File: config.mk
export PLATFORM = sky130hd
export DESIGN_NAME = pll_lock_seq
export DESIGN_NICKNAME = d
export VERILOG_FILES = /design/src/rtl/pll_seq_pkg.sv /design/src/rtl/pll_seq_timer.sv /design/src/rtl/pll_seq_fsm.sv /design/src/rtl/pll_seq_drive.sv /design/src/rtl/pll_lock_seq.sv
export SDC_FILE = /design/constraint.sdc
export NUM_CORES = 1
export LEC_CHECK = 0
export ABC_AREA = 1
export CORE_UTILIZATION = 54
export DETAILED_ROUTE_END_ITERATION = 8
export PLACE_DENSITY = 0.8
export SETUP_SLACK_MARGIN = 0.05
export SLEW_MARGIN = 20
export SYNTH_ARGS = -nofsm -noshare
export SYNTH_HDL_FRONTEND = slang
export SYNTH_SLANG_ARGS = --single-unit
File: constraint.sdc
create_clock -name clk -period 3.4 [get_ports clk]
set_input_delay 0.68 -clock clk [delete_from_list [all_inputs] [get_ports clk]]
set_output_delay 0.68 -clock clk [all_outputs]
set_load 0.01 [all_outputs]
File: src/rtl/pll_seq_pkg.sv
package pll_seq_pkg;

   typedef enum logic [2:0] {
      ST_IDLE,
      ST_REL,
      ST_BW,
      ST_DIV,
      ST_PUP,
      ST_WAIT,
      ST_PDN,
      ST_HOLD
   } seq_state_t;

   typedef logic [1:0] bw_code_t;

   localparam bw_code_t BW_GOOD_REF  = 2'd0;
   localparam bw_code_t BW_VBAD_REF  = 2'd1;
   localparam bw_code_t BW_BAD_REF   = 2'd2;
   localparam bw_code_t BW_VGOOD_REF = 2'd3;

   localparam int MULT_OFFSET = 16;

endpackage

File: src/rtl/pll_seq_timer.sv
module pll_seq_timer #(
   parameter int LIMIT = 1_000_000
) (
   input  logic clk,
   input  logic rst_n,
   input  logic run,
   output logic expired
);
   localparam int CW = $clog2(LIMIT + 1);
   localparam logic [CW-1:0] LAST = CW'(LIMIT - 1);

   logic [CW-1:0] cnt;

   always_ff @(posedge clk or negedge rst_n) begin
      if (!rst_n)
         cnt <= '0;
      else if (!run)
         cnt <= '0;
      else if (cnt != LAST)
         cnt <= cnt + 1'b1;
   end

   assign expired = run && (cnt == LAST);

   // the window counter never passes its limit
   p_count_bound_r6: assert property (@(posedge clk) disable iff (!rst_n)
      cnt <= LAST);

endmodule

File: src/rtl/pll_seq_fsm.sv
module pll_seq_fsm
   import pll_seq_pkg::*;
#(
   parameter int DIV_W = 3,
   parameter bit HAS_LOCK_STATUS = 1'b1
) (
   input  logic             clk,
   input  logic             rst_n,
   input  logic             en_req,
   input  logic             dis_req,
   input  logic [DIV_W-1:0] div_set,
   input  logic             pll_lock,
   input  logic             tmr_expired,
   output logic             tmr_run,
   output logic             do_rel,
   output logic             do_bw,
   output logic             do_div,
   output logic             do_pup,
   output logic             do_pdn,
   output logic             do_hold,
   output logic [DIV_W-1:0] div_q,
   output logic             seq_busy,
   output logic             seq_done,
   output logic             seq_timeout
);
   seq_state_t state;

   always_ff @(posedge clk or negedge rst_n) begin
      if (!rst_n) begin
         state       <= ST_IDLE;
         div_q       <= '0;
         seq_done    <= 1'b0;
         seq_timeout <= 1'b0;
      end else begin
         seq_done    <= 1'b0;
         seq_timeout <= 1'b0;
         case (state)
            ST_IDLE: begin
               if (dis_req)
                  state <= ST_PDN;
               else if (en_req) begin
                  state <= ST_REL;
                  div_q <= div_set;
               end
            end
            ST_REL:  state <= ST_BW;
            ST_BW:   state <= ST_DIV;
            ST_DIV:  state <= ST_PUP;
            ST_PUP: begin
               if (HAS_LOCK_STATUS)
                  state <= ST_WAIT;
               else begin
                  state    <= ST_IDLE;
                  seq_done <= 1'b1;
               end
            end
            ST_WAIT: begin
               if (pll_lock) begin
                  state    <= ST_IDLE;
                  seq_done <= 1'b1;
               end else if (tmr_expired) begin
                  state       <= ST_IDLE;
                  seq_timeout <= 1'b1;
               end
            end
            ST_PDN:  state <= ST_HOLD;
            ST_HOLD: begin
               state    <= ST_IDLE;
               seq_done <= 1'b1;
            end
            default: state <= ST_IDLE;
         endcase
      end
   end

   always_comb begin
      do_rel   = (state == ST_REL);
      do_bw    = (state == ST_BW);
      do_div   = (state == ST_DIV);
      do_pup   = (state == ST_PUP);
      do_pdn   = (state == ST_PDN);
      do_hold  = (state == ST_HOLD);
      tmr_run  = (state == ST_WAIT) && !pll_lock;
      seq_busy = (state != ST_IDLE);
   end

   // the captured divider cannot move while a sequence runs
   p_div_frozen_r4: assert property (@(posedge clk) disable iff (!rst_n)
      (state != ST_IDLE) |=> $stable(div_q));

   // a done pulse always leaves the sequencer idle
   p_done_idle_r5: assert property (@(posedge clk) disable iff (!rst_n)
      seq_done |-> !seq_busy);

   // completion and expiry are exclusive
   p_done_excl_r6: assert property (@(posedge clk) disable iff (!rst_n)
      !(seq_done && seq_timeout));

endmodule

File: src/rtl/pll_seq_drive.sv
module pll_seq_drive
   import pll_seq_pkg::*;
#(
   parameter int DIV_W = 3,
   parameter bit HAS_RESET_CTRL = 1'b1,
   parameter bit PDN_LEVEL = 1'b1
) (
   input  logic             clk,
   input  logic             rst_n,
   input  logic             do_rel,
   input  logic             do_bw,
   input  logic             do_div,
   input  logic             do_pup,
   input  logic             do_pdn,
   input  logic             do_hold,
   input  logic [DIV_W-1:0] div_q,
   output logic             pll_rst_n,
   output bw_code_t         pll_bw,
   output logic [DIV_W-1:0] pll_ndiv,
   output logic             pll_pdn
);
   always_ff @(posedge clk or negedge rst_n) begin
      if (!rst_n) begin
         pll_bw   <= BW_GOOD_REF;
         pll_ndiv <= '0;
         pll_pdn  <= PDN_LEVEL;
      end else begin
         if (do_bw)  pll_bw   <= BW_GOOD_REF;
         if (do_div) pll_ndiv <= div_q;
         if (do_pup) pll_pdn  <= ~PDN_LEVEL;
         if (do_pdn) pll_pdn  <= PDN_LEVEL;
      end
   end

   generate
      if (HAS_RESET_CTRL) begin : g_rst_ctrl
         logic rst_q;
         always_ff @(posedge clk or negedge rst_n) begin
            if (!rst_n)
               rst_q <= 1'b0;
            else if (do_rel)
               rst_q <= 1'b1;
            else if (do_hold)
               rst_q <= 1'b0;
         end
         assign pll_rst_n = rst_q;

         // reset is already released when power-up is applied
         p_rel_before_pup_r2: assert property (@(posedge clk) disable iff (!rst_n)
            do_pup |-> pll_rst_n);

         // reset is applied only after the PLL was powered down
         p_hold_after_pdn_r8: assert property (@(posedge clk) disable iff (!rst_n)
            $fell(pll_rst_n) |-> ($past(pll_pdn) == PDN_LEVEL));
      end else begin : g_no_rst_ctrl
         logic unused_ok;
         assign unused_ok = do_rel ^ do_hold;
         assign pll_rst_n = 1'b1;
      end
   endgenerate

endmodule

File: src/rtl/pll_lock_seq.sv
module pll_lock_seq
   import pll_seq_pkg::*;
#(
   parameter int DIV_W           = 3,
   parameter bit HAS_RESET_CTRL  = 1'b1,
   parameter bit HAS_LOCK_STATUS = 1'b1,
   parameter bit PDN_LEVEL       = 1'b1,
   parameter int TIMEOUT_CYCLES  = 1_000_000
) (
   input  logic             clk,
   input  logic             rst_n,
   input  logic             en_req,
   input  logic             dis_req,
   input  logic [DIV_W-1:0] div_set,
   input  logic             pll_lock,
   output logic             pll_rst_n,
   output logic [1:0]       pll_bw,
   output logic [DIV_W-1:0] pll_ndiv,
   output logic             pll_pdn,
   output logic             seq_busy,
   output logic             seq_done,
   output logic             seq_timeout,
   output logic             pll_enabled
);
   generate
      if (DIV_W < 1) begin : g_bad_div_w
         $error("pll_lock_seq: DIV_W must be at least 1");
      end
      if (TIMEOUT_CYCLES < 2) begin : g_bad_timeout
         $error("pll_lock_seq: TIMEOUT_CYCLES must be at least 2");
      end
   endgenerate

   logic             tmr_run, tmr_expired;
   logic             do_rel, do_bw, do_div, do_pup, do_pdn, do_hold;
   logic [DIV_W-1:0] div_q;

   pll_seq_fsm #(
      .DIV_W           (DIV_W),
      .HAS_LOCK_STATUS (HAS_LOCK_STATUS)
   ) u_fsm (
      .clk         (clk),
      .rst_n       (rst_n),
      .en_req      (en_req),
      .dis_req     (dis_req),
      .div_set     (div_set),
      .pll_lock    (pll_lock),
      .tmr_expired (tmr_expired),
      .tmr_run     (tmr_run),
      .do_rel      (do_rel),
      .do_bw       (do_bw),
      .do_div      (do_div),
      .do_pup      (do_pup),
      .do_pdn      (do_pdn),
      .do_hold     (do_hold),
      .div_q       (div_q),
      .seq_busy    (seq_busy),
      .seq_done    (seq_done),
      .seq_timeout (seq_timeout)
   );

   generate
      if (HAS_LOCK_STATUS) begin : g_lock_wait
         pll_seq_timer #(
            .LIMIT (TIMEOUT_CYCLES)
         ) u_timer (
            .clk     (clk),
            .rst_n   (rst_n),
            .run     (tmr_run),
            .expired (tmr_expired)
         );
      end else begin : g_no_lock_wait
         logic unused_run;
         assign unused_run  = tmr_run;
         assign tmr_expired = 1'b0;
      end
   endgenerate

   pll_seq_drive #(
      .DIV_W          (DIV_W),
      .HAS_RESET_CTRL (HAS_RESET_CTRL),
      .PDN_LEVEL      (PDN_LEVEL)
   ) u_drive (
      .clk       (clk),
      .rst_n     (rst_n),
      .do_rel    (do_rel),
      .do_bw     (do_bw),
      .do_div    (do_div),
      .do_pup    (do_pup),
      .do_pdn    (do_pdn),
      .do_hold   (do_hold),
      .div_q     (div_q),
      .pll_rst_n (pll_rst_n),
      .pll_bw    (pll_bw),
      .pll_ndiv  (pll_ndiv),
      .pll_pdn   (pll_pdn)
   );

   assign pll_enabled = (pll_pdn != PDN_LEVEL);

   // the enabled status moves only as a step of a running sequence
   p_en_in_seq_r7: assert property (@(posedge clk) disable iff (!rst_n)
      (pll_enabled != $past(pll_enabled)) |-> $past(seq_busy));

   // a request while busy never restarts the sequence from idle
   p_busy_hold_r9: assert property (@(posedge clk) disable iff (!rst_n)
      (seq_busy && !seq_done && !seq_timeout && $past(seq_busy) && (pll_ndiv != $past(pll_ndiv)))
      |-> $past(seq_busy, 2));

endmodule

==> Word level (Yosys, flattened, before mapping) <==
Index checks and enable logic that the tools add are counted.
{ "totals": {"ff_bits": 33, "ram_bits": 0, "out_inout_bits": 11, "mem_count": 0, "rom_bits": 0, "elab_cells": 48, "latchBits": 0} }
{ "op_classes": {"add_sub_neg": 1, "div": 0, "n_eq_ne": 12, "mul": 0, "bitwise": 2, "n_shift": 0, "n_mux": 16, "order_cmp": 0, "n_reduce_logical": 9} }
{ "op_table": {"columns": ["operator", "count"], "rows": [
  ["$mux 20", 2],
  ["$pmux 3 s8", 1],
  ["$add 20x1->20 const B", 1],
  ["$eq 20x20->1 const B", 1],
  ["$ne 20x20->1 const B", 1],
  ["$eq 3x3->1 const B", 4],
  ["$mux 3", 4],
  ["$mux 1", 8],
  ["$eq 3x2->1 const B", 2],
  ["$reduce_bool 2->1", 2],
  ["$eq 3x1->1 const B", 1],
  ["$logic_not 3->1", 1],
  ["$ne 3x2->1 const B", 1],
  ["$ne 3x3->1 const B", 1],
  ["$reduce_and 3->1", 1],
  ["$reduce_bool 3->1", 1],
  ["$logic_and 1x1->1", 2],
  ["$ne 2x2->1 const B", 1],
  ["$not 1->1", 2],
  ["$pmux 1 s2", 1],
  ["$reduce_and 2->1", 1],
  ["$logic_not 1->1", 1]
]} }

==> Depth between registers and ports, before layout <==
Gate-level depths: netlist (run 1).
{ "depth": {"word_depth": 6, "ltp_mapped": 9, "ltp_nobuf": 9} }

==> Cells and area by module <==
Synthesis (run 1) repeated with hierarchy kept, for this count alone.
{ "unflattened": {"hier_cells": 262, "hier_area_um2": 1954.4} }
{ "modules_own_cells": {"columns": ["module", "cells_each", "area_per_inst_um2", "instances"], "rows": [
  ["pll_seq_timer", 179, 1280.0, 1],
  ["pll_seq_fsm", 56, 457.9, 1],
  ["pll_seq_drive", 26, 212.7, 1],
  ["pll_lock_seq", 1, 3.8, 1]
]} }

==> Worst setup path after synthesis (run 1) <==
No wires, ideal clock.
{ "synth_timing": {"path_kind": "register to output", "startpoint": "register u_fsm.state[1]", "endpoint": "output seq_busy", "path_stages_with_launch": 3, "arrival_ps": 768, "setup_slack_ps": 1952, "t_required_ps": 2720, "path_buffers": 0, "path_cell_list": "dfrtp_1 nor2_1 nand2_1"} }
{ "synth_between": {"elab_chain_len": 1} }
{ "synth_rtl": {"columns": ["element", "line_no", "rtl"], "rows": [
  ["start: declaration", "pll_seq_fsm.sv:26", "seq_state_t state;"],
  ["start signal: assignment", "pll_seq_fsm.sv:30", "state <= ST_IDLE;"],
  ["start signal: assignment", "pll_seq_fsm.sv:40", "state <= ST_PDN;"],
  ["start signal: assignment", "pll_seq_fsm.sv:42", "state <= ST_REL;"],
  ["$reduce_bool 3->1", "pll_seq_fsm.sv:84", "seq_busy = (state != ST_IDLE);"],
  ["end: declaration", "pll_lock_seq.sv:20", "output logic seq_busy,"]
]} }
Every way passes these cells.

==> Final worst setup path (run 1) <==
{ "layout_timing": {"startpoint": "register u_fsm.state[2]", "endpoint": "output seq_busy"} }
Same word-level chain as after synthesis.

==> Flow_metrics.wiki, run 1 <==
{| class="wikitable"
! Metric !! Value
|-
| DRC marker count from the first detailed-route iteration || 82
|-
| Element type at the critical path end || output port
|-
| Number of fillers in the final layout || 309
|-
| Crit path arrival time || 1.68 ns
|-
| Residual DRC || 2
|-
| FF+latch count, synth || 33
|-
| Failing checks || DRC
|-
| Count of flip-flops with a built-in enable after synthesis || 0
|-
| Non-filler instance count after layout || 327
|-
| Number of hold-slack violations in the final timing report || 0
|-
| Post-place setup slack || 1.20 ns
|-
| Core Area || 3340 um^2
|-
| Pre-Repair DR Iteration Count || 6
|-
| Area of the die || 3730 um^2
|-
| First-pass GRT wire length || 6.44 mm
|-
| Maximum number of pins on one net before global-route repair || 34
|-
| Antenna violations before repair || 0
|-
| Primary FF master, synth || dfrtp_1
|-
| Via count of the first global-routing pass || 1483
|-
| Footprint of the multi-input gates || 906 um^2
|-
| Launching element type of the critical path || flop
|-
| Number of buffer and inverter instances along the worst setup path || 1
|-
| Metal3 WL || 180 um
|-
| Status || complete, but fails checks
|-
| Number of placed cells counting well taps || 319
|-
| Netlist Area Pre-Place || 1890 um^2
|-
| RSZ-0062 raised after global routing || no
|-
| Start-to-end type of the worst setup path || flop to output port
|-
| Post-CTS setup buffer count || 0
|-
| Detailed Route WL || 3.82 mm
|-
| Maximum ir drop on the vdd rail || 0.000422 V
|-
| Number of warnings printed during yosys synthesis || 0
|-
| Vias per cell || 5.02
|-
| Leakage power || 1.02 nW
|-
| Crit Path Max Fanout || 5
|-
| Clock transition at the register clock pins on the worst setup and hold paths after CTS || 0.10 ns
|-
| Number of hold buffers added after CTS || 0
|-
| Post-route total power || 1.14 mW
|-
| Data required time at the worst endpoint || 2.72 ns
|-
| Pins Over Slew Limit || 0
|-
| Initial Util || 56.5%
|-
| Hold WS || 0.494 ns
|-
| Internal power consumption || 0.783 mW
|-
| Final setup margin || 1.04 ns
|-
| Inserted Clock Buffers || 5
|-
| Worst relative slew slack || 60.6%
|-
| Crit-path slowest cell || clkdlybuf4s50_1
|-
| Met2 Wirelength || 1.76 mm
|-
| Total number of vias || 1642
|-
| Total clock sinks || 33
|-
| NetSw || 0.358 mW
|-
| Detailed-placement wirelength estimate || 2.84 mm
|-
| Areal power density over the cells || 525 nW/um^2
|-
| Sum of negative setup slack || 0 ns
|-
| Proportion of power drawn by combinational gates || 26.5%
|-
| Clock tree from TritonCTS || done
|-
| Die Span Y || 61.1 um
|-
| Layout overhead on the synthesized area || 15.3%
|-
| Sequential element share of the synthesized area || 43.8%
|-
| Min Tclk post-route || 2.36 ns
|-
| Register area || 827 um^2
|-
| Horizontal die dimension || 61.1 um
|-
| I/O pin count || 19
|-
| Global-route congestion overflow total || 0
|-
| Longest individual stage delay on the worst path || 0.49 ns
|-
| Count of antenna diodes in the layout || 0
|-
| WL met1 || 1.82 mm
|-
| Min-delay worst type || flop to flop
|-
| Top routing layer in use || met4
|-
| Least-Margin Pin Slew || 0.589 ns
|-
| Cell class contributing the biggest share of worst-path delay || buffers and inverters
|-
| Count of unique library cells instantiated by Yosys || 28
|-
| Peak clock frequency supported by timing || 424 MHz
|-
| Max-cap violations || 0
|-
| Num rows || 21
|-
| Number of H-tree levels || 2
|-
| Proportion of register bits with asynchronous set or reset after synthesis || 100%
|-
| CTS resizes || 0
|-
| Number of I/O port buffers || 16
|-
| Share of the clock period used by the worst path || 69.4%
|-
| Fraction of power consumed by sequential logic || 46.0%
|-
| Clock tree buffer depth || 2
|-
| Clk_lat worst skew || 0.35 ns
|-
| Total Nets Final || 289
|-
| Count of nets left with antenna violations after detail routing || 0
|-
| Detail-routed net length per standard cell || 11.7 um
|-
| Post-Synthesis Mean Instance Area || 7.31 um^2
|-
| Total global-route track usage || 23.7%
|-
| Root buffer selected by CTS || clkbuf_4
|-
| Clock share of power || 27.4%
|-
| Switch share || 31.4%
|-
| Routability-driven placement congestion ratio || 0.954
|-
| Number of instances in the synthesized netlist || 258
|-
| Final count of negative-setup-slack endpoints || 0
|-
| Final setup skew || 0.0143 ns
|-
| Sequence of cells on the critical path || nor2_1, nand2_1, clkdlybuf4s50_1
|-
| Fraction of layout cells with a size suffix above 1 || 11.4%
|}
## registers in the layout, indices dropped and copies added, names as in the netlist
| register | cells |
|---|---|
| u_fsm.seq_done | 1 |
| g_lock_wait.u_timer.cnt | 20 |
| u_drive.pll_pdn | 1 |
| u_fsm.state | 3 |
| u_fsm.div_q | 3 |
| u_fsm.seq_timeout | 1 |
| u_drive.pll_ndiv | 3 |
| u_drive.pll_rst_n | 1 |
## power groups by stage
stage / Sequential (mW) / Combinational (mW) / Clock [mW]
final: 0.526 / 0.303 / 0.313
after global routing: 0.535 / 0.333 / 0.334
after CTS: 0.525 / 0.306 / 0.318
after detailed placement: 0.532 / 0.305 / 0
after global placement: 0.531 / 0.298 / 0
after floorplan: 0.537 / 0.164 / 0
## placed cells by master, fill, tap and decap left out
master / n
nand2_1: 66
nor2_1: 40
dfrtp_1: 32
inv_1: 29
nand3_1: 22
clkdlybuf4s50_1: 16
a21oi_1: 14
nand4_1: 7
o21ai_1: 6
nor2_2: 5
o21ai_0: 5
clkbuf_4: 5
nand2_2: 4
inv_2: 4
or2_2: 4
nor3_1: 3
and2_1: 2
conb_1: 2
buf_4: 2
nor3_4: 1
nand3b_1: 1
o21a_1: 1
nand4_4: 1
a31oi_1: 1
nor3_2: 1
nor2_4: 1
nor2_8: 1
ha_1: 1
clkbuf_1: 1
bufinv_16: 1
clkbuf_8: 1
dfstp_2: 1
## path summary, 6_finish.rpt
kind | start | end | slack [ns] | depth (start not counted)
worst max-delay path | u_fsm.state[2]$_DFFE_PN0P_ | seq_busy | 1.04 | 3
worst min-delay path | u_drive.pll_ndiv[2]$_DFFE_PN0N_ | u_drive.pll_ndiv[2]$_DFFE_PN0N_ | 0.49 | 2
worst max register to register | u_fsm.state[2]$_DFFE_PN0P_ | g_lock_wait.u_timer.cnt[0]$_DFFE_PN0P_ | 1.83 | 5
worst min register to register | u_drive.pll_ndiv[2]$_DFFE_PN0N_ | u_drive.pll_ndiv[2]$_DFFE_PN0N_ | 0.49 | 2
max in group asynchronous | rst_n | u_drive.pll_pdn$_DFFE_PN1P_ | 2.37 | 2
min in group asynchronous | rst_n | u_fsm.seq_done$_DFF_PN0_ | 0.71 | 2
## kinds of logic after synthesis
family | Yosys count | synth area share [%]
buffers and inverters | 37 | 8.35
adder cells (fa/ha/maj) | 1 | 0.663
AND/OR/NAND/NOR | 159 | 39.6
other | 1 | 0.199
AO/OA/AOI/OAI | 27 | 7.36
flip-flops | 33 | 43.8
## final cells by class
type	count	area share (%)
flip-flops and latches	33	38.0
clock inverters	1	1.38
inverters	33	5.70
well taps	46	2.65
repair buffers	18	8.06
multi-input cells	189	41.7
clock buffers	7	2.53
## Yosys cell counts (2+ instances only)
library cell   n  area [um^2]
a21oi_1       14         70.1
buf_4          3         22.5
nor3_1         3         15.0
inv_2          4         15.0
nand3_1       22          110
and2_1         2         12.5
nand4_1        7         43.8
inv_1         29          109
dfrtp_1       32          801
nand2_1       66          248
o21ai_0        5         25.0
or2_2          4         25.0
o21ai_1        6         30.0
nor2_1        40          150
nand2_2        4         25.0
nor2_2         5         31.3
## per-stage QoR
step,util [%],area (um^2)
after floorplan,-,1890
after global placement,62.6,2090
after detailed placement,62.6,2090
after CTS,65.2,2170
after global routing,65.2,2170
final,65.2,2170
## tightest hold or removal path, stage by stage, from the launching register on
cell     delay, ns
dfrtp_1       0.37
nand2_1       0.06
nand2_1       0.05
## metal layers
layer	GRT usage, %	up-vias
li1	-	866
met1	30.8	735
met2	37.0	33
met3	7.35	8
met4	9.74	0
met5	0	-
(Power assumes the default switching activity.)
==> run 2: changes to the inputs <==
--- a/config.mk
+++ b/config.mk
@@ -6,7 +6,7 @@
 export NUM_CORES = 1
 export LEC_CHECK = 0
 export ABC_AREA = 1
-export CORE_UTILIZATION = 54
+export CORE_UTILIZATION = 51
 export DETAILED_ROUTE_END_ITERATION = 8
 export PLACE_DENSITY = 0.8
 export SETUP_SLACK_MARGIN = 0.05
==> constraint.sdc (replaced) <==
create_clock -name clk -period 2.1 [get_ports clk]
set_input_delay 0.42 -clock clk [delete_from_list [all_inputs] [get_ports clk]]
set_output_delay 0.42 -clock clk [all_outputs]
set_load 0.01 [all_outputs]
==> run 2 against run 1 <==
Net effect:
- the run now ends clean
- power increased by 81%
- first-iteration DRC count increased by 35%
- final cell count increased by 0.31%
- design area increased by 2.7%
==> Flow_metrics.wiki, run 2 (same netlist as run 1, synthesis figures left out) <==
{| class="wikitable"
! Metric !! Value
|-
| Status || complete, no violations
|-
| Total Nets Final || 290
|-
| Crit path arrival time || 1.54 ns
|-
| Share of the clock period used by the worst path || 93.4%
|-
| Number of placed cells counting well taps || 320
|-
| Min-delay worst type || flop to flop
|-
| Die Span Y || 62.8 um
|-
| Number of H-tree levels || 2
|-
| Root buffer selected by CTS || clkbuf_8
|-
| Top library cells by usage in the layout, fill and taps aside || 66 x nand2_1, 39 x nor2_1, 32 x dfrtp_1
|-
| Via count of the first global-routing pass || 1430
|-
| Count of antenna diodes in the layout || 0
|-
| Data required time at the worst endpoint || 1.68 ns
|-
| Crit-path slowest cell || clkdlybuf4s50_1
|-
| Clock transition at the register clock pins on the worst setup and hold paths after CTS || 0.07 ns
|-
| Max FFs per register || 20
|-
| Initial Util || 54.8%
|-
| Sum of negative setup slack || 0 ns
|-
| Launching element type of the critical path || flop
|-
| Final count of negative-setup-slack endpoints || 0
|-
| NetSw || 0.603 mW
|-
| Min Tclk post-route || 1.96 ns
|-
| Clock tree buffer depth || 2
|-
| Post-CTS setup buffer count || 0
|-
| Maximum number of pins on one net before global-route repair || 34
|-
| Pre-Repair DR Iteration Count || 5
|-
| Leakage power || 1.05 nW
|-
| Internal power consumption || 1.46 mW
|-
| Final setup skew || 0.00670 ns
|-
| First-pass GRT wire length || 6.47 mm
|-
| Fraction of power consumed by sequential logic || 41.3%
|-
| Peak clock frequency supported by timing || 510 MHz
|-
| Detailed Route WL || 3.82 mm
|-
| I/O pin count || 19
|-
| Count of nets left with antenna violations after detail routing || 0
|-
| Maximum ir drop on the vdd rail || 0.000717 V
|-
| Post-place setup slack || 0.366 ns
|-
| Non-filler instance count after layout || 328
|-
| DRC marker count from the first detailed-route iteration || 111
|-
| Post-route total power || 2.07 mW
|-
| Number of hold-slack violations in the final timing report || 0
|-
| Layout overhead on the synthesized area || 18.4%
|-
| Number of I/O port buffers || 16
|-
| Proportion of power drawn by combinational gates || 24.4%
|-
| Core Area || 3440 um^2
|-
| Total clock sinks || 33
|-
| Biggest register || g_lock_wait.u_timer.cnt
|-
| Clock tree from TritonCTS || done
|-
| Detailed-placement wirelength estimate || 2.84 mm
|-
| Switch share || 29.2%
|-
| Detail-routed net length per standard cell || 11.7 um
|-
| Total global-route track usage || 21.2%
|-
| Number of hold buffers added after CTS || 0
|-
| Antenna violations before repair || 0
|-
| Final setup margin || 0.138 ns
|-
| Pins Over Slew Limit || 0
|-
| FF-to-FF setup slack || 0.54 ns
|-
| Number of buffer and inverter instances along the worst setup path || 1
|-
| Vias per cell || 5.18
|-
| Core Util, Final || 64.9%
|-
| Total number of vias || 1699
|-
| Clk_lat worst skew || 0.28 ns
|-
| Longest individual stage delay on the worst path || 0.48 ns
|-
| Routability-driven placement congestion ratio || 0.864
|-
| Start-to-end type of the worst setup path || flop to output port
|-
| Horizontal die dimension || 62.8 um
|-
| Cell class contributing the biggest share of worst-path delay || buffers and inverters
|-
| Max-cap violations || 0
|-
| Most common cell after layout, fill and taps aside || nand2_1
|-
| Sequence of cells on the critical path || nor2_2, nand2_1, clkdlybuf4s50_1
|-
| Inserted Clock Buffers || 5
|-
| Residual DRC || 0
|-
| Area of the die || 3950 um^2
|-
| Areal power density over the cells || 925 nW/um^2
|-
| RSZ-0062 raised after global routing || no
|-
| Fraction of layout cells with a size suffix above 1 || 12.4%
|-
| Clock share of power || 34.3%
|-
| Num rows || 21
|-
| Global-route congestion overflow total || 0
|-
| Crit Path Max Fanout || 6
|-
| Element type at the critical path end || output port
|}
run 2: changes by cell type in the layout (fill, tap and decap cells not counted), sizes merged:
cell,previous run,this run
clkbuf,7,5
bufinv,1,2
buf,2,3
clkinv,0,1
run 2: per-layer routing:
metal | part of all wire (%) | routed length [um] | GRT usage, %
met1 | 46 | 1780 | 28.1
met3 | 6.6 | 254 | 4.38
met5 | 0 | 0 | 0
met4 | 2.0 | 78 | 11.0
met2 | 45 | 1710 | 32.5
run 2: layout make-up:
| class | instances | area (um^2) |
|---|---|---|
| clock buffer | 5 | 68.8 |
| clock inverter | 3 | 65.1 |
| fill | 306 | 1210 |
| inverter | 33 | 124 |
| multi-input combinational | 189 | 908 |
| sequential | 33 | 827 |
| tap | 46 | 57.6 |
| timing repair buffer | 19 | 183 |
run 2: what timing repair did:
action | CTS | global route
endpoints found under the setup margin | 0 | 1
resized for setup | 0 | 1
endpoints found under the hold margin | 0 | 0
run 2: worst register-to-register path, delay by kind of cell (launching register included):
kind | cells | cell delay (ns)
compound gates | 1 | 0.08
simple gates | 4 | 0.74
fa+ha+maj | 1 | 0.21
flops | 1 | 0.41
run 2: path summary, 6_finish.rpt:
| kind | endpoint | start | depth (start not counted) |
|---|---|---|---|
| worst max register to register | u_fsm.state[0]$_DFFE_PN0P_ | g_lock_wait.u_timer.cnt[0]$_DFFE_PN0P_ | 6 |
| max in group asynchronous | u_drive.pll_pdn$_DFFE_PN1P_ | rst_n | 2 |
| min in group asynchronous | g_lock_wait.u_timer.cnt[5]$_DFFE_PN0P_ | rst_n | 2 |
| worst min register to register | u_drive.pll_ndiv[2]$_DFFE_PN0N_ | u_fsm.div_q[2]$_DFFE_PN0P_ | 2 |
| worst max-delay path | seq_busy | u_fsm.state[1]$_DFFE_PN0P_ | 3 |
| worst min-delay path | u_drive.pll_ndiv[2]$_DFFE_PN0N_ | u_fsm.div_q[2]$_DFFE_PN0P_ | 2 |
run 2: per-stage QoR:
| step | area, um^2 | hold WS, ns |
|---|---|---|
| 2_1_floorplan | 1890 | 0.124 |
| 3_3_place_gp | 2100 | 0.462 |
| 3_5_place_dp | 2100 | 0.475 |
| 4_1_cts | 2230 | 0.484 |
| 5_1_grt | 2230 | 0.516 |
| 6_report | 2230 | 0.488 |
run 2: power groups by stage:
stage / Combinational (mW) / Clock [mW] / Sequential, mW
after floorplan: 0.266 / 0 / 0.869
after global placement: 0.495 / 0 / 0.855
after detailed placement: 0.505 / 0 / 0.857
after CTS: 0.508 / 0.721 / 0.849
after global routing: 0.562 / 0.752 / 0.867
final: 0.505 / 0.708 / 0.853
==> run 3: changes to the inputs <==
--- a/config.mk
+++ b/config.mk
@@ -6,9 +6,12 @@
 export NUM_CORES = 1
 export LEC_CHECK = 0
 export ABC_AREA = 1
-export CORE_UTILIZATION = 51
+export CELL_PAD_IN_SITES_DETAIL_PLACEMENT = 1
+export CELL_PAD_IN_SITES_GLOBAL_PLACEMENT = 2
+export CORE_UTILIZATION = 29
+export CTS_CLUSTER_DIAMETER = 60
 export DETAILED_ROUTE_END_ITERATION = 8
-export PLACE_DENSITY = 0.8
+export PLACE_DENSITY = 0.79
 export SETUP_SLACK_MARGIN = 0.05
 export SLEW_MARGIN = 20
 export SYNTH_ARGS = -nofsm -noshare
==> run 3 against run 2 <==
Net effect:
- power decreased by 10%
- sequential share of layout area barely moved
- clock power down 33%
- critical path depth stayed put
- combinational power up 3%
- non-clock buffer count grew 1
- first-iteration DRC count is 55% lower
- worst hold slack gained 0.0038 ns
- largest cell class unchanged
- largest power group unchanged
- highest routed layer unchanged
==> Flow_metrics.wiki, run 3 (same netlist as run 1, synthesis figures left out) <==
{| class="wikitable"
! Metric !! Value
|-
| Root buffer selected by CTS || clkbuf_8
|-
| Final setup skew || 0.00541 ns
|-
| Longest individual stage delay on the worst path || 0.48 ns
|-
| Launching element type of the critical path || flop
|-
| Post-CTS setup buffer count || 0
|-
| Number of placed cells counting well taps || 352
|-
| Status || complete, no violations
|-
| Initial Util || 29.9%
|-
| Clock tree from TritonCTS || done
|-
| Total clock sinks || 33
|-
| Num rows || 29
|-
| Max-cap violations || 0
|-
| Number of hold buffers added after CTS || 0
|-
| Cell class contributing the biggest share of worst-path delay || buffers and inverters
|-
| Crit-path slowest cell || clkdlybuf4s50_1
|-
| Core Area || 6310 um^2
|-
| Share of the clock period used by the worst path || 91.9%
|-
| Data required time at the worst endpoint || 1.68 ns
|-
| Detail-routed net length per standard cell || 13.3 um
|-
| Crit Path Max Fanout || 6
|-
| Count of nets left with antenna violations after detail routing || 0
|-
| Clock tree buffer depth || 2
|-
| Sequence of cells on the critical path || inv_1, nand2_1, clkdlybuf4s50_1
|-
| Element type at the critical path end || output port
|-
| Total global-route track usage || 16.6%
|-
| Inserted Clock Buffers || 5
|-
| Non-filler instance count after layout || 360
|-
| I/O pin count || 19
|-
| Vias per cell || 4.77
|-
| Detailed-placement wirelength estimate || 3.68 mm
|-
| DRC marker count from the first detailed-route iteration || 50
|-
| Residual DRC || 0
|-
| Sum of negative setup slack || 0 ns
|-
| Hold WS || 0.492 ns
|-
| Max FFs per register || 20
|-
| Die Span Y || 82.7 um
|-
| Maximum number of pins on one net before global-route repair || 34
|-
| Clk_lat worst skew || 0.29 ns
|-
| Count of antenna diodes in the layout || 0
|-
| Top library cells by usage in the layout, fill and taps aside || 66 x nand2_1, 39 x nor2_1, 31 x dfrtp_1
|-
| Biggest register || g_lock_wait.u_timer.cnt
|-
| Pins Over Slew Limit || 0
|-
| Routability-driven placement congestion ratio || 0.773
|-
| Number of buffer and inverter instances along the worst setup path || 2
|-
| Total Nets Final || 291
|-
| Number of fillers in the final layout || 809
|-
| Layout overhead on the synthesized area || 18.4%
|-
| Total number of vias || 1716
|-
| Areal power density over the cells || 831 nW/um^2
|-
| Most common cell after layout, fill and taps aside || nand2_1
|-
| Maximum ir drop on the vdd rail || 0.000499 V
|-
| Peak clock frequency supported by timing || 518 MHz
|-
| Final count of negative-setup-slack endpoints || 0
|-
| Clock transition at the register clock pins on the worst setup and hold paths after CTS || 0.07 ns
|-
| Number of hold-slack violations in the final timing report || 0
|-
| Global-route congestion overflow total || 0
|-
| Min Tclk post-route || 1.93 ns
|-
| Start-to-end type of the worst setup path || flop to output port
|-
| Pre-Repair DR Iteration Count || 4
|-
| Area of the die || 6830 um^2
|-
| Via count of the first global-routing pass || 1743
|-
| CTS resizes || 1
|-
| Antenna violations before repair || 0
|-
| Fraction of layout cells with a size suffix above 1 || 12.7%
|-
| Detailed Route WL || 4.78 mm
|-
| Number of H-tree levels || 2
|-
| Min-delay worst type || flop to flop
|-
| RSZ-0062 raised after global routing || no
|-
| First-pass GRT wire length || 8.29 mm
|-
| Crit path arrival time || 1.51 ns
|-
| Horizontal die dimension || 82.7 um
|-
| Number of I/O port buffers || 16
|-
| Leakage power || 1.03 nW
|}
==> run 3: changes by cell type in the layout (fill, tap and decap cells not counted), sizes merged <==
| cell | before | now |
|---|---|---|
| bufinv | 2 | 0 |
| clkinv | 1 | 2 |
| clkbuf | 5 | 6 |
| buf | 3 | 4 |
==> run 3: layer usage <==
layer	global-route usage, %	up-vias	part of all wire (%)
met3	4.73	4	3.2
met5	0	-	0
li1	-	858	-
met2	27.8	21	48
met1	20.9	833	48
met4	4.14	0	0.82
==> run 3: final timing paths <==
| path | from | endpoint | slack (ns) | cells after the start |
|---|---|---|---|---|
| max | u_fsm.state[0]$_DFFE_PN0P_ | seq_busy | 0.17 | 3 |
| max in group asynchronous | rst_n | u_drive.pll_pdn$_DFFE_PN1P_ | 1.21 | 2 |
| min in group asynchronous | rst_n | g_lock_wait.u_timer.cnt[6]$_DFFE_PN0P_ | 0.55 | 2 |
| max reg2reg | g_lock_wait.u_timer.cnt[0]$_DFFE_PN0P_ | g_lock_wait.u_timer.cnt[6]$_DFFE_PN0P_ | 0.64 | 8 |
| min reg2reg | u_fsm.div_q[2]$_DFFE_PN0P_ | u_drive.pll_ndiv[2]$_DFFE_PN0N_ | 0.49 | 2 |
| min | u_fsm.div_q[2]$_DFFE_PN0P_ | u_drive.pll_ndiv[2]$_DFFE_PN0N_ | 0.49 | 2 |
==> run 3: stage by stage <==
stage / util [%] / cell area [um^2] / power (mW) / worst slack, ns
2_1_floorplan: - / 1890 / 1.14 / 0.790
3_3_place_gp: 33.9 / 2140 / 1.37 / 0.404
3_5_place_dp: 33.9 / 2140 / 1.39 / 0.366
4_1_cts: 35.3 / 2230 / 1.88 / 0.123
5_1_grt: 35.4 / 2230 / 2.00 / 0.0839
6_report: 35.4 / 2230 / 1.86 / 0.170
==> run 3: area by class of cell <==
type                       count  area (um^2)  area share (%)
multi-input combinational    189          913            40.9
sequential                    33          828            37.1
timing repair buffer          20          190            8.51
inverter                      33          124            5.54
tap                           77         96.3            4.31
clock buffer                   6         72.6            3.25
clock inverter                 2         10.0           0.448
==> run 3: worst register-to-register path: cells and delay by family, from the launching register on <==
kind	cells	cell delay, ns
AND/OR/NAND/NOR	5	0.57
flip-flops	1	0.40
adder cells (fa/ha/maj)	1	0.20
buffers and inverters	2	0.20
==> run 3: report_power, final <==
part           total, mW  switching [mW]  leakage, nW  internal [mW]
Clock              0.472           0.242       0.0450          0.230
Sequential         0.867           0.109        0.434          0.758
Combinational      0.518           0.279        0.552          0.240
